===== config.mk =====
export PLATFORM = sky130hd
export DESIGN_NAME = e1_frame_sync
export DESIGN_NICKNAME = d
export VERILOG_FILES = /design/src/rtl/e1fa_pkg.sv /design/src/rtl/e1fa_window.sv /design/src/rtl/e1fa_timebase.sv /design/src/rtl/e1fa_err_run.sv /design/src/rtl/e1fa_ctrl.sv /design/src/rtl/e1_frame_sync.sv
export SDC_FILE = /design/constraint.sdc
export NUM_CORES = 1
export LEC_CHECK = 0
export ABC_AREA = 1
export CORE_UTILIZATION = 47
export DETAILED_ROUTE_END_ITERATION = 12
export PLACE_DENSITY = 0.74
export SLEW_MARGIN = 30
export SYNTH_ARGS = -nofsm -noshare
export SYNTH_HDL_FRONTEND = slang
export SYNTH_SLANG_ARGS = --single-unit

===== constraint.sdc =====
create_clock -name clk -period 1.8 [get_ports clk]
set_clock_uncertainty 0.2 [all_clocks]
set_input_delay 0.45 -clock clk [delete_from_list [all_inputs] [get_ports clk]]
set_output_delay 0.45 -clock clk [all_outputs]
set_load 0.02 [all_outputs]

===== src/rtl/e1fa_pkg.sv =====
package e1fa_pkg;
  localparam int FAS_LEN = 7;
  // bits 2..8 of timeslot 0, bit 2 in the MSB
  localparam logic [FAS_LEN-1:0] FAS_WORD = 7'b0011011;

  typedef enum logic [1:0] {
    ST_HUNT,
    ST_CONF_NFAS,
    ST_CONF_FAS,
    ST_LOCKED
  } e1fa_state_e;

  function automatic logic fas_hit(input logic [FAS_LEN-1:0] w);
    return w == FAS_WORD;
  endfunction
endpackage


===== src/rtl/e1fa_window.sv =====
module e1fa_window #(
  parameter int W = 7
) (
  input  logic         clk,
  input  logic         rst_n,
  input  logic         din,
  output logic [W-1:0] win
);
  logic [W-2:0] hist_q;

  always_ff @(posedge clk or negedge rst_n) begin
    if (!rst_n) hist_q <= '0;
    else        hist_q <= {hist_q[W-3:0], din};
  end

  // oldest bit in the MSB, current bit in the LSB
  assign win = {hist_q, din};
endmodule


===== src/rtl/e1fa_timebase.sv =====
module e1fa_timebase #(
  parameter int BPT = 8,
  parameter int TPF = 32
) (
  input  logic                   clk,
  input  logic                   rst_n,
  input  logic                   load,
  output logic [$clog2(TPF)-1:0] ts,
  output logic [$clog2(BPT)-1:0] bt,
  output logic                   align,
  output logic                   word_end,
  output logic                   frame_start
);
  localparam int TW = $clog2(TPF);
  localparam int BW = $clog2(BPT);

  logic bit_last, ts_last;
  assign bit_last    = bt == BW'(BPT - 1);
  assign ts_last     = ts == TW'(TPF - 1);
  assign word_end    = (ts == '0) && bit_last;
  assign frame_start = (ts == '0) && (bt == '0);

  always_ff @(posedge clk or negedge rst_n) begin
    if (!rst_n) begin
      ts    <= '0;
      bt    <= '0;
      align <= 1'b0;
    end else if (load) begin
      ts    <= TW'(1);
      bt    <= '0;
      align <= 1'b1;
    end else begin
      bt <= bit_last ? '0 : bt + 1'b1;
      if (bit_last) ts <= ts_last ? '0 : ts + 1'b1;
      if (bit_last && ts_last) align <= ~align;
    end
  end
endmodule


===== src/rtl/e1fa_err_run.sv =====
module e1fa_err_run #(
  parameter int LIMIT = 3
) (
  input  logic clk,
  input  logic rst_n,
  input  logic clr,
  input  logic chk,
  input  logic bad,
  output logic hit
);
  localparam int CW = $clog2(LIMIT + 1);
  logic [CW-1:0] run_q;

  assign hit = chk && bad && (run_q == CW'(LIMIT - 1));

  always_ff @(posedge clk or negedge rst_n) begin
    if (!rst_n)   run_q <= '0;
    else if (clr) run_q <= '0;
    else if (chk) run_q <= (bad && !hit) ? run_q + 1'b1 : '0;
  end
endmodule


===== src/rtl/e1fa_ctrl.sv =====
module e1fa_ctrl
  import e1fa_pkg::*;
#(
  parameter int ERR_LIMIT = 3
) (
  input  logic               clk,
  input  logic               rst_n,
  input  logic [FAS_LEN-1:0] win,
  input  logic               word_end,
  input  logic               align,
  input  logic               sync_hold,
  input  logic               ext_en,
  input  logic               resync_req,
  output logic               load,
  output logic               los,
  output logic               fas_err,
  output logic               resync_met,
  output logic               manual_edge
);
  e1fa_state_e state_q, state_d;
  logic req_q, locked, word_ok;
  logic fas_chk, fas_bad, b2_chk, b2_bad, fas_limit, b2_limit, crit;

  assign word_ok     = fas_hit(win);
  assign manual_edge = resync_req & ~req_q;
  assign locked      = state_q == ST_LOCKED;
  assign los         = ~locked;
  assign load        = (state_q == ST_HUNT) && !manual_edge && word_ok;

  assign fas_chk = locked && word_end && align;
  assign fas_bad = fas_chk && !word_ok;
  assign b2_chk  = locked && word_end && !align && ext_en;
  assign b2_bad  = b2_chk && !win[FAS_LEN-1];
  assign crit    = fas_limit | b2_limit;

  e1fa_err_run #(.LIMIT(ERR_LIMIT)) u_fas_run (
    .clk(clk), .rst_n(rst_n), .clr(!locked),
    .chk(fas_chk), .bad(fas_bad), .hit(fas_limit)
  );

  e1fa_err_run #(.LIMIT(ERR_LIMIT)) u_b2_run (
    .clk(clk), .rst_n(rst_n), .clr(!locked || !ext_en),
    .chk(b2_chk), .bad(b2_bad), .hit(b2_limit)
  );

  always_comb begin
    state_d = state_q;
    if (manual_edge) state_d = ST_HUNT;
    else begin
      case (state_q)
        ST_HUNT:      if (word_ok) state_d = ST_CONF_NFAS;
        ST_CONF_NFAS: if (word_end) state_d = win[FAS_LEN-1] ? ST_CONF_FAS : ST_HUNT;
        ST_CONF_FAS:  if (word_end) state_d = word_ok ? ST_LOCKED : ST_HUNT;
        ST_LOCKED:    if (crit && !sync_hold) state_d = ST_HUNT;
        default:      state_d = ST_HUNT;
      endcase
    end
  end

  always_ff @(posedge clk or negedge rst_n) begin
    if (!rst_n) begin
      state_q    <= ST_HUNT;
      req_q      <= 1'b0;
      fas_err    <= 1'b0;
      resync_met <= 1'b0;
    end else begin
      state_q    <= state_d;
      req_q      <= resync_req;
      fas_err    <= fas_bad && !manual_edge;
      resync_met <= crit && !manual_edge;
    end
  end
endmodule


===== src/rtl/e1_frame_sync.sv =====
module e1_frame_sync
  import e1fa_pkg::*;
#(
  parameter int BITS_PER_TS  = 8,
  parameter int TS_PER_FRAME = 32,
  parameter int ERR_LIMIT    = 3
) (
  input  logic                            clk,
  input  logic                            rst_n,
  input  logic                            rx_bit,
  input  logic                            sync_hold,
  input  logic                            ext_crit_en,
  input  logic                            resync_req,
  output logic [$clog2(TS_PER_FRAME)-1:0] ts_cnt,
  output logic [$clog2(BITS_PER_TS)-1:0]  bit_cnt,
  output logic                            align_frame,
  output logic                            frame_sync,
  output logic                            los,
  output logic                            fas_err,
  output logic                            resync_met
);
  logic [FAS_LEN-1:0] win;
  logic search_load, word_end, manual_edge;

  e1fa_window #(.W(FAS_LEN)) u_window (
    .clk(clk), .rst_n(rst_n), .din(rx_bit), .win(win)
  );

  e1fa_timebase #(.BPT(BITS_PER_TS), .TPF(TS_PER_FRAME)) u_timebase (
    .clk(clk), .rst_n(rst_n), .load(search_load),
    .ts(ts_cnt), .bt(bit_cnt), .align(align_frame),
    .word_end(word_end), .frame_start(frame_sync)
  );

  e1fa_ctrl #(.ERR_LIMIT(ERR_LIMIT)) u_ctrl (
    .clk(clk), .rst_n(rst_n), .win(win), .word_end(word_end),
    .align(align_frame), .sync_hold(sync_hold), .ext_en(ext_crit_en),
    .resync_req(resync_req), .load(search_load), .los(los),
    .fas_err(fas_err), .resync_met(resync_met), .manual_edge(manual_edge)
  );
endmodule


==> impl_metrics.env <==
export IMPL_outcome="finished, violations left"
export IMPL_violations="negative setup slack"
export IMPL_worstPathArrival_ns=1.36
export IMPL_worst_pin_slew_ns=0.309
export IMPL_cts_tree="yes"
export IMPL_ant_nets=0
export IMPL_placeableCoreArea_um2=2300
export IMPL_area_growth_pct=46.3
export IMPL_vias=1066
export IMPL_cts_buffers=3
export IMPL_power_density_nw_per_um2=1450
export IMPL_yosys_register_bits=24
export IMPL_cts_root_buf="clkbuf_4"
export IMPL_holdPathStages=0
export IMPL_yosysWarnings=0
export IMPL_fin_cells=211
export IMPL_numPlacedInstances=200
export IMPL_synth_seq_area_share_pct=50.4
export IMPL_clkTransAtPathRegs_ns=0.14
export IMPL_final_cell_mix="26 x nand2_1, 24 x buf_4, 21 x dfrtp_1"
export IMPL_grtUsageMet3_pct=4.06
export IMPL_fillers=172
export IMPL_top_usage_layer="met2"
export IMPL_initial_core_util_pct=51.9
export IMPL_p_seq_share_pct=29.7
export IMPL_drcViolationCount=0
export IMPL_nets=198
export IMPL_ys_async_sr_fraction_pct=100
export IMPL_dpl_hpwl_mm=1.79
export IMPL_yosysUniqueCellTypes=21
export IMPL_worstSetupEndpointType="primary output"
export IMPL_pin_count=19
export IMPL_synth_net_count=149
export IMPL_postPlaceCellArea_um2=1560
export IMPL_die_w_um=52.3
export IMPL_routedWlPerCell_um=12.9
export IMPL_maxSlewViolCount=0
export IMPL_place_gp_congestion=0.857
export IMPL_criticalPathCategory="reg2out"
export IMPL_synth_edf_count=0
export IMPL_crit_path_max_fanout=2
export IMPL_ir_drop_mv=1.26
export IMPL_synth_flop_cell="dfrtp_1"
export IMPL_final_common_cell="nand2_1"
export IMPL_grtUsageMet1_pct=26.6
export IMPL_hold_start="u_window.hist_q[0]"
export IMPL_clk_latency_ns=0.32
export IMPL_diodes=0
export IMPL_min_path_type="reg2reg"
export IMPL_relSlewSlack_pct=79.4
export IMPL_avgSynthCellArea_um2=8.82
export IMPL_cts_max_path_buffers=2
export IMPL_cts_sinks=24
export IMPL_p_sw_uw=1000
export IMPL_combPwrFrac_pct=54.7
export IMPL_rsz0062_at_grt="true"
export IMPL_period_needed_ns=2.01
export IMPL_rr_endpoint="u_ctrl.state_q[0]"
export IMPL_holdBufCountCts=0
export IMPL_setup_viol=9
export IMPL_syn_inst=135
export IMPL_reg2reg_slack_ns=-0.14
export IMPL_grt_pass1_wl_mm=4.24
export IMPL_antenna_found_initial=0
export IMPL_clockPowerShare_pct=15.6
export IMPL_layout_drive_gt1_share_pct=41.0
export IMPL_design_area_um2=1740
export IMPL_cp_start_kind="flip-flop"
export IMPL_final_hold_violation_count=0
export IMPL_vias_per_cell=5.05
export IMPL_cts_htree_levels=1
export IMPL_grt_pass1_vias=1044
export IMPL_port_buffers=18
export IMPL_power_uw=2520
export IMPL_swShare_pct=39.7
export IMPL_fmax_mhz=498
export IMPL_drv_cap=0
export IMPL_dieArea_um2=2740
export IMPL_fin_ws_ns=-0.207
export IMPL_period_share_pct=112
export IMPL_die_h_um=52.3
export IMPL_row_count=17
export IMPL_routed_wl_mm=2.72
export IMPL_grt_ovfl_total=0
export IMPL_drt_initial_drc_count=21
export IMPL_p_int_uw=1520
export IMPL_grt_max_degree=25
export IMPL_r2r_start="u_timebase.ts[0]"
export IMPL_hold_end="u_window.hist_q[1]"
export IMPL_crit_required_ns=1.15
export IMPL_synth_area_um2=1190
export IMPL_reg2regPathDepth=15
export IMPL_groute_layer_met2_usage_pct=34.2
export IMPL_grt_util_all_layers_pct=21.2
export IMPL_p_leak_uw=0.000876
export IMPL_drt_pass1_iterations=4
## registers in the layout, indices dropped and copies added, names as in the netlist
name,cells
u_ctrl.fas_err,1
u_timebase.align,1
u_window.hist_q,6
u_ctrl.resync_met,1
u_ctrl.u_fas_run.run_q,2
u_ctrl.u_b2_run.run_q,2
u_ctrl.state_q,2
u_ctrl.req_q,1
u_timebase.ts,5
u_timebase.bt,3
## cells by family after synthesis
group | count (synthesis) | synth area share [%]
flops | 24 | 50.4
fa+ha+maj | 8 | 8.40
simple gates | 64 | 25.3
xor+xnor | 2 | 1.47
buf+inv | 23 | 7.25
compound gates | 14 | 7.14
## how the worst max path moves through the flow
stage / slack, ns / start / cells after the start / to
floorplan: 0.009 / u_timebase.ts[1] / 13 / u_ctrl.state_q[1]
global placement: -0.39 / u_timebase.ts[0] / 7 / frame_sync
detailed placement: -0.42 / u_timebase.ts[0] / 7 / frame_sync
CTS: -0.24 / u_timebase.ts[0] / 7 / frame_sync
global route: -0.30 / u_timebase.ts[0] / 7 / frame_sync
finish: -0.21 / u_timebase.ts[0] / 7 / frame_sync
## Yosys cell counts (2+ instances only)
library cell	n	share of area, %
nand4_1	3	1.6
xor2_1	2	1.5
nor2_1	13	4.1
nand2_2	4	2.1
dfrtp_1	24	50
nand2_1	28	8.8
nand3_2	2	1.7
nand3_1	7	2.9
a21oi_1	5	2.1
ha_1	8	8.4
nor2_2	4	2.1
inv_1	22	6.9
o21ai_0	4	1.7
o21ai_2	2	1.5
## repair_timing
item | 4_1_cts | 5_1_grt
gates resized for setup | 47 | 23
pin swaps | 6 | 3
endpoints found under the setup margin | 19 | 18
buffers inserted | 4 | 4
## critical path, stage by stage, from the launching register on
cell	delay [ns]
dfrtp_2	0.43
inv_2	0.08
ha_4	0.13
inv_2	0.04
nor2_4	0.08
nand3_2	0.07
nor2_2	0.09
buf_6	0.12
## power by group through the flow
stage          clock [µW]  combinational, µW  sequential, µW
6_report              393               1380             749
4_1_cts               403               1230             737
2_1_floorplan           0                454             890
5_1_grt               430               1480             761
3_3_place_gp            0               1120             733
3_5_place_dp            0               1160             743
## metrics by stage
step | utilization (%) | hold slack [ns] | setup TNS [ns] | worst slack (ns)
final | 75.9 | 0.194 | -0.794 | -0.207
after global routing | 75.9 | 0.209 | -1.69 | -0.304
after CTS | 73.3 | 0.198 | -0.408 | -0.241
after detailed placement | 67.7 | 0.161 | -2.56 | -0.416
after global placement | 67.7 | 0.159 | -2.29 | -0.391
after floorplan | - | -0.0456 | 0 | 0.00905
## cell type report
| cell class | count | area (µm²) | share of cell area [%] |
|---|---|---|---|
| multi-input cells | 88 | 613 | 35.2 |
| flip-flops and latches | 24 | 604 | 34.7 |
| repair buffers | 44 | 352 | 20.2 |
| inverters | 23 | 86.3 | 4.95 |
| well taps | 28 | 35.0 | 2.01 |
| clock inverters | 1 | 30.0 | 1.72 |
| clock buffers | 3 | 22.5 | 1.29 |
## per-layer routing
metal,up-vias,routed length [µm]
li1,524,-
met1,516,1240
met2,20,1380
met3,6,69
met4,0,32
met5,-,0
(Power assumes the default switching activity.)
